**src/rtl/fifo_csr_pkg.sv**
```systemverilog
package fifo_csr_pkg;

    localparam int ST_W      = 6;
    localparam int ST_FULL   = 0;
    localparam int ST_EMPTY  = 1;
    localparam int ST_HIGH   = 2;
    localparam int ST_LOW    = 3;
    localparam int ST_OVF    = 4;
    localparam int ST_UNF    = 5;
    localparam int BUS_W     = 32;

    typedef enum logic [2:0] {
        OFS_FILL   = 3'd0,
        OFS_STAT   = 3'd1,
        OFS_EVENT  = 3'd2,
        OFS_ENABLE = 3'd3,
        OFS_HIGH   = 3'd4,
        OFS_LOW    = 3'd5
    } csr_ofs_e;

endpackage

```
**src/rtl/csr_status_gen.sv**
```systemverilog
module csr_status_gen
    import fifo_csr_pkg::*;
#(
    parameter int DEPTH  = 16,
    parameter int FILL_W = $clog2(DEPTH + 1)
) (
    input  logic [FILL_W-1:0] fill,
    input  logic              wr_try,
    input  logic              rd_try,
    input  logic [FILL_W-1:0] thr_high,
    input  logic [FILL_W-1:0] thr_low,
    output logic [ST_W-1:0]   stat
);
    localparam logic [FILL_W-1:0] FULL_CNT = FILL_W'(DEPTH);

    always_comb begin
        stat          = '0;
        stat[ST_FULL] = (fill == FULL_CNT);
        stat[ST_EMPTY]= (fill == '0);
        stat[ST_HIGH] = (fill > thr_high);
        stat[ST_LOW]  = (fill < thr_low);
        stat[ST_OVF]  = wr_try && (fill == FULL_CNT);
        stat[ST_UNF]  = rd_try && (fill == '0);
    end
endmodule

```
**src/rtl/csr_thr_sat.sv**
```systemverilog
module csr_thr_sat
    import fifo_csr_pkg::*;
#(
    parameter int HI    = 15,
    parameter int OUT_W = 5
) (
    input  logic [BUS_W-1:0] wval,
    output logic [OUT_W-1:0] sat
);
    localparam logic [BUS_W-1:0] HI_V = BUS_W'(HI);

    always_comb begin
        if (wval < BUS_W'(1)) begin
            sat = OUT_W'(1);
        end else if (wval > HI_V) begin
            sat = OUT_W'(HI);
        end else begin
            sat = wval[OUT_W-1:0];
        end
    end
endmodule

```
**src/rtl/csr_event_irq.sv**
```systemverilog
module csr_event_irq
    import fifo_csr_pkg::*;
(
    input  logic [ST_W-1:0] stat,
    input  logic [ST_W-1:0] clr_mask,
    input  logic [ST_W-1:0] ev_q,
    input  logic [ST_W-1:0] ie_q,
    input  logic            irq_q,
    output logic [ST_W-1:0] ev_d,
    output logic            irq_d
);
    logic [ST_W-1:0] rise;

    always_comb begin
        // set has priority over a same-cycle clear
        ev_d  = (ev_q & ~clr_mask) | stat;
        rise  = ev_d & ~ev_q;
        irq_d = (|(rise & ie_q)) || (irq_q && (|(ev_d & ie_q)));
    end
endmodule

```
**src/rtl/fifo_csr.sv**
```systemverilog
module fifo_csr
    import fifo_csr_pkg::*;
#(
    parameter int DEPTH  = 16,
    parameter int FILL_W = $clog2(DEPTH + 1)
) (
    input  logic              clk,
    input  logic              rst_n,
    input  logic [FILL_W-1:0] fill_level,
    input  logic              wr_try,
    input  logic              rd_try,
    input  logic [2:0]        reg_addr,
    input  logic              reg_wr_en,
    input  logic [31:0]       reg_wdata,
    output logic [31:0]       reg_rdata,
    output logic              irq
);
    localparam int THR_MAX = DEPTH - 1;

    typedef struct packed {
        logic [ST_W-1:0]   ev;
        logic [ST_W-1:0]   ie;
        logic [FILL_W-1:0] thr_high;
        logic [FILL_W-1:0] thr_low;
        logic              irq;
    } csr_state_t;

    csr_state_t q, d;

    logic [ST_W-1:0]   stat_now;
    logic [ST_W-1:0]   clr_mask;
    logic [ST_W-1:0]   ev_nxt;
    logic              irq_nxt;
    logic [FILL_W-1:0] high_sat;
    logic [FILL_W-1:0] low_sat;
    logic [ST_W-1:0]   ev_q;
    logic [ST_W-1:0]   ie_q;
    logic [FILL_W-1:0] thr_high_q;
    logic [FILL_W-1:0] thr_low_q;

    assign ev_q       = q.ev;
    assign ie_q       = q.ie;
    assign thr_high_q = q.thr_high;
    assign thr_low_q  = q.thr_low;

    csr_status_gen #(.DEPTH(DEPTH), .FILL_W(FILL_W)) u_stat (
        .fill     (fill_level),
        .wr_try   (wr_try),
        .rd_try   (rd_try),
        .thr_high (q.thr_high),
        .thr_low  (q.thr_low),
        .stat     (stat_now)
    );

    csr_thr_sat #(.HI(THR_MAX), .OUT_W(FILL_W)) u_sat_high (
        .wval (reg_wdata),
        .sat  (high_sat)
    );

    csr_thr_sat #(.HI(THR_MAX), .OUT_W(FILL_W)) u_sat_low (
        .wval (reg_wdata),
        .sat  (low_sat)
    );

    assign clr_mask = (reg_wr_en && reg_addr == OFS_EVENT) ? reg_wdata[ST_W-1:0] : '0;

    csr_event_irq u_evt (
        .stat     (stat_now),
        .clr_mask (clr_mask),
        .ev_q     (q.ev),
        .ie_q     (q.ie),
        .irq_q    (q.irq),
        .ev_d     (ev_nxt),
        .irq_d    (irq_nxt)
    );

    always_comb begin
        d     = q;
        d.ev  = ev_nxt;
        d.irq = irq_nxt;
        if (reg_wr_en) begin
            case (reg_addr)
                OFS_ENABLE: d.ie       = reg_wdata[ST_W-1:0];
                OFS_HIGH:   d.thr_high = high_sat;
                OFS_LOW:    d.thr_low  = low_sat;
                default:    ;
            endcase
        end
    end

    always_ff @(posedge clk or negedge rst_n) begin
        if (!rst_n) begin
            q.ev       <= '0;
            q.ie       <= '0;
            q.thr_high <= FILL_W'(THR_MAX);
            q.thr_low  <= FILL_W'(1);
            q.irq      <= 1'b0;
        end else begin
            q <= d;
        end
    end

    always_comb begin
        reg_rdata = '0;
        case (reg_addr)
            OFS_FILL:   reg_rdata[FILL_W-1:0] = fill_level;
            OFS_STAT:   reg_rdata[ST_W-1:0]   = stat_now;
            OFS_EVENT:  reg_rdata[ST_W-1:0]   = q.ev;
            OFS_ENABLE: reg_rdata[ST_W-1:0]   = q.ie;
            OFS_HIGH:   reg_rdata[FILL_W-1:0] = q.thr_high;
            OFS_LOW:    reg_rdata[FILL_W-1:0] = q.thr_low;
            default:    reg_rdata = '0;
        endcase
    end

    assign irq = q.irq;

endmodule

```
**config.mk**
```make
export PLATFORM = sky130hd
export DESIGN_NAME = fifo_csr
export DESIGN_NICKNAME = d
export VERILOG_FILES = /design/src/rtl/fifo_csr_pkg.sv /design/src/rtl/csr_status_gen.sv /design/src/rtl/csr_thr_sat.sv /design/src/rtl/csr_event_irq.sv /design/src/rtl/fifo_csr.sv
export SDC_FILE = /design/constraint.sdc
export NUM_CORES = 1
export LEC_CHECK = 0
export BUFFER_PORTS_ARGS = -buffer_cell sky130_fd_sc_hd__buf_2
export CORE_UTILIZATION = 50
export DETAILED_ROUTE_END_ITERATION = 12
export PLACE_DENSITY_LB_ADDON = 0.12
export SLEW_MARGIN = 20
export SYNTH_ARGS = -nofsm -noshare
export SYNTH_HDL_FRONTEND = slang
export SYNTH_SLANG_ARGS = --single-unit
```
**constraint.sdc**
```tcl
create_clock -name clk -period 4 [get_ports clk]
set_input_delay 0.4 -clock clk [delete_from_list [all_inputs] [get_ports clk]]
set_output_delay 0.4 -clock clk [all_outputs]
set_load 0.005 [all_outputs]
```
After elaboration in Yosys (flattened, before gate mapping)
Cells that the tools add are included.

Memories kept: 0. Input bits: 45. Register bits after elaboration: 23. Word-level logic and storage cells: 39. RAM bits: 0. Output and inout port bits: 33. Bits in latches: 0. Memory bits (read-only): 0.

Magnitude comparators: 4. Add/sub/neg operators: 0. $mul: 0. Eq/ne operators: 6. Divide/modulo/power cells: 0. Shift-type cells: 0. Multiplexer cells: 5. Bitwise gates (word level): 7. Reductions and logical operators: 12.

Operators with widths (number): $gt A32 B4 Y1 const B (1); $lt A32 B1 Y1 const B (1); $pmux W5 S6 (1); $and A6 B6 Y6 (4); $not A6 Y6 (2); $reduce_or A6 Y1 (2); $mux W5 (2); $eq A3 B2 Y1 const B (2); $eq A3 B3 Y1 const B (2); $mux W6 (1); $or A6 B6 Y6 (1); $reduce_and A2 Y1 (3); $eq A5 B5 Y1 const B (1); $gt A5 B5 Y1 (1); $logic_not A5 Y1 (1); $lt A5 B5 Y1 (1); $logic_and A1 B1 Y1 (4); $eq A3 B1 Y1 const B (1); $logic_not A3 Y1 (1); $pmux W1 S3 (1); $logic_or A1 B1 Y1 (1).

Depth between registers and ports, before layout
Depth in word-level cells: 10. Mapped depth: 7. Depth with buffers taken out: 7.

Hierarchy
Synthesis repeated with hierarchy kept, for this count alone.

Cell total of the unflattened synthesis: 217. Area total of the unflattened synthesis: 2059.5 um^2.

By module, submodules not included: fifo_csr (seq. area each 581.8 um^2, cells an instance 121, instances 1, area each 1421.4 um^2); csr_status_gen (seq. area each 0.0 um^2, cells an instance 36, instances 1, area each 265.3 um^2); csr_thr_sat (seq. area each 0.0 um^2, cells an instance 17, instances 2, area each 112.6 um^2); csr_event_irq (seq. area each 0.0 um^2, cells an instance 26, instances 1, area each 147.6 um^2).

Worst setup path before layout
Ideal clock, no wire load.

Path type: register to output. From: reg thr_high_q[2] (netlist name). To: out reg_rdata[2]. Path buffers: 0. Slack: 1.710 ns. Cell stages (with the launch flop): 8. Required time: 3.600 ns. Arrival: 1.890 ns. Path through: dfstp_2 -> inv_1 -> ha_1 -> a211oi_2 -> o221a_1 -> nor2_1 -> mux4_2 -> o21a_1.

Cells in the longest elaborated chain, start to end: 2.

Ends and longest elaborated chain: $gt A5 B5 Y1 (line csr_status_gen.sv:20) `stat[ST_HIGH] = (fill > thr_high);`; $pmux W5 S6 (*) (line fifo_csr.sv:105) `case (reg_addr)`; end, declared (line fifo_csr.sv:15) `output logic [31:0] reg_rdata,`.

Mark *: on every way between the ends. The rest lies on a longest branch, timed or not.

Final worst setup path
From: reg thr_high_q[2] (netlist name). To: out reg_rdata[2].

Cells in the longest elaborated chain, start to end: 2.

Ends and longest elaborated chain (line): $gt A5 B5 Y1 (csr_status_gen.sv:20); $pmux W5 S6 (*) (fifo_csr.sv:105).

Marks and branches as above.

==> impl_metrics.yaml <==
synth:
  synthMuxAreaShare_pct: 13.3
  synthAdderAreaFrac_pct: 6.10
  synth_edf_count: 0
  synth_xor_area_share_pct: 0
  synth-seq-cells: 23
  ys_seq_area_share_pct: 31.5
  synth_simple_gate_area_share_pct: 17.8
  synth_top_flop_cell: "dfrtp_1"
  syn_area_per_cell_um2: 9.27
  syn_area_um2: 1850
  async_flop_share_pct: 100
  synth_cell_types: 51
  synth_compound_area_share_pct: 16.5
  yosys_warnings: 0
  postSynthCellCount: 199
  synth_top_family_by_area: "simple AND/OR/NAND/NOR gates"
placement:
  globalplace.congestion: 0.925
  dpl.hpwl_um: 3250
  port_buffers: 51
routing:
  route.detailed.drc: 0
  wire_per_inst_um: 13.9
  dr.first_iter.drc_count: 86
  wl_met3_um: 226
  wirelength_um: 4100
  drtAntennaViolNets: 0
  routed_via_density: 5.42
  first_pass_iters: 4
  m1WireLength_um: 1870
  vias: 1598
  topRoutingLayerUsed: "met4"
  wl_met2_um: 1940
final_layout:
  synthToLayoutAreaGrowth_pct: 12.9
  final_cell_mix: "51 x buf_2, 26 x conb_1, 18 x dfrtp_1, 16 x nor2_1, 15 x inv_1"
  antenna_cells: 0
  final_common_cell: "buf_2"
  nets: 304
  drive_above_1_share_pct: 32.1
global_route:
  grt_pass1_wl_um: 7100
  grt_remaining_overflow: 0
  grt_pass1_vias: 1559
  grt_max_degree: 24
  antenna_found_initial: 0
  grtUsageTotal_pct: 23.6
floorplan:
  start_util_pct: 53.6
  chipWidth_um: 62.8
  die_area_um2: 3940
  std_cell_rows: 21
  io_pins: 78
  die_h_um: 62.8
  core_um2: 3440
sta:
  clock_skew_ns: 0.00113
  final.setup.tns_ns: 0
  worstMarginPinSlew_ns: 0.522
  period_share_pct: 68.9
  rsz0062_at_grt: "false"
  drv_slew: 0
  hold_viol: 0
  setup_viol_count_final: 0
  period_minus_slack_ns: 2.76
  fmax_mhz: 363
  slew_headroom_pct: 65.2
critical_path:
  critPathKind: "reg2out"
  critPathCaptureType: "primary output"
  critical_path_arrival_ns: 2.36
  cp_max_fo: 3
  critPathLaunchType: "register"
  required_ns: 3.60
cts:
  cts_tree: "done"
  cts_sinks: 23
  ctsHoldBuffers: 0
  cts.clk_slew.worst_paths_ns: 0.08
  cts_resized: 0
  clock_path_buffers: 2
  htreeDepth: 1
  clock_latency_ns: 0.27
  root_buffer: "clkbuf_8"
  numCtsBuffers: 3
  cts_setup_buffers: 0
power_and_ir_drop:
  total_power_mw: 0.672
  leakagePower_nw: 1.06
  powerDensity_nw_per_um2: 322
  irDropWorstVdd_mv: 0.153
flow_run:
  max_cap_viol_count: 0
status:
  status: "finished clean"
worst_hold_path:
  min_path_type: "in2async"
## synthesized netlist by cell type, drive strengths merged, types with 5 or more instances
cell type  instances  area [um2]
nand2             10        37.5
a21oi              9        45.0
dfstp              5         131
ha                 9         113
mux2i              5        50.1
dfrtp             18         450
inv               15        56.3
mux2               9         101
buf               28         205
nor2              16        60.1
o21ai             13        65.1
nor4               8        56.3
## critical path: stages (launching register included)
cell      delay [ns]
dfstp_2         0.55
inv_1           0.04
ha_1            0.30
a211oi_2        0.18
o221a_1         0.23
nor2_1          0.06
mux4_2          0.45
o21a_1          0.17
buf_2           0.12
## report_power, final
part	internal, mW	switching [mW]	leakage (nW)
Combinational	0.110	0.101	0.768
Clock	0.0713	0.0795	0.0228
Sequential	0.275	0.0360	0.268
Total	0.456	0.216	1.06
## per-layer routing
layer	vias to the layer above	GRT usage, %
met5	-	0
met4	0	8.14
met3	8	4.20
met2	72	39.3
met1	750	30.8
li1	768	-
## cell families (layout without fill, tap and decap cells)
group                      Yosys count  after routing
DFF                                 23             23
adders and majority gates            9              9
and+or+nand+nor                     59             59
buffers and inverters               45             70
AOI/OAI and AO/OA                   44             44
other                                1             26
muxes                               18             18
## path summary, 6_finish.rpt
path                                from  slack (ns)  cells past startpoint             to
max                        thr_high_q[2]        1.24                      8   reg_rdata[2]
min                                rst_n        0.09                      1        ie_q[4]
max reg2reg                thr_high_q[2]        2.08                      7            irq
min reg2reg                 thr_low_q[0]        0.50                      2   thr_low_q[0]
max in group asynchronous          rst_n        3.54                      1  thr_high_q[2]
min in group clk               reg_wr_en        0.37                      2   thr_low_q[4]
## per-stage QoR
stage               cells  setup slack (ns)  area [um2]  utilization [%]  hold slack, ns
floorplan             224              1.71        1940                -           0.104
global placement      291              1.56        2040             59.3           0.411
detailed placement    291              1.54        2040             59.3           0.409
CTS                   295              1.24        2080             60.6           0.111
global route          295              1.17        2080             60.6           0.137
finish                295              1.24        2080             60.6          0.0946
## final cells by class
cell class                      count  area [um2]
Timing Repair Buffer               51         255
Tap cell                           46        57.6
Inverter                           15        56.3
Clock buffer                        4        45.0
Multi-Input combinational cell    156        1090
Sequential cell                    23         582
Fill cell                         317        1360
## state kept, by name (all words and copies together), names as in the netlist
signal / cells
thr_low_q: 5
thr_high_q: 5
irq: 1
ie_q: 6
ev_q: 6
No activity file was read; power rests on OpenSTA's default activity.
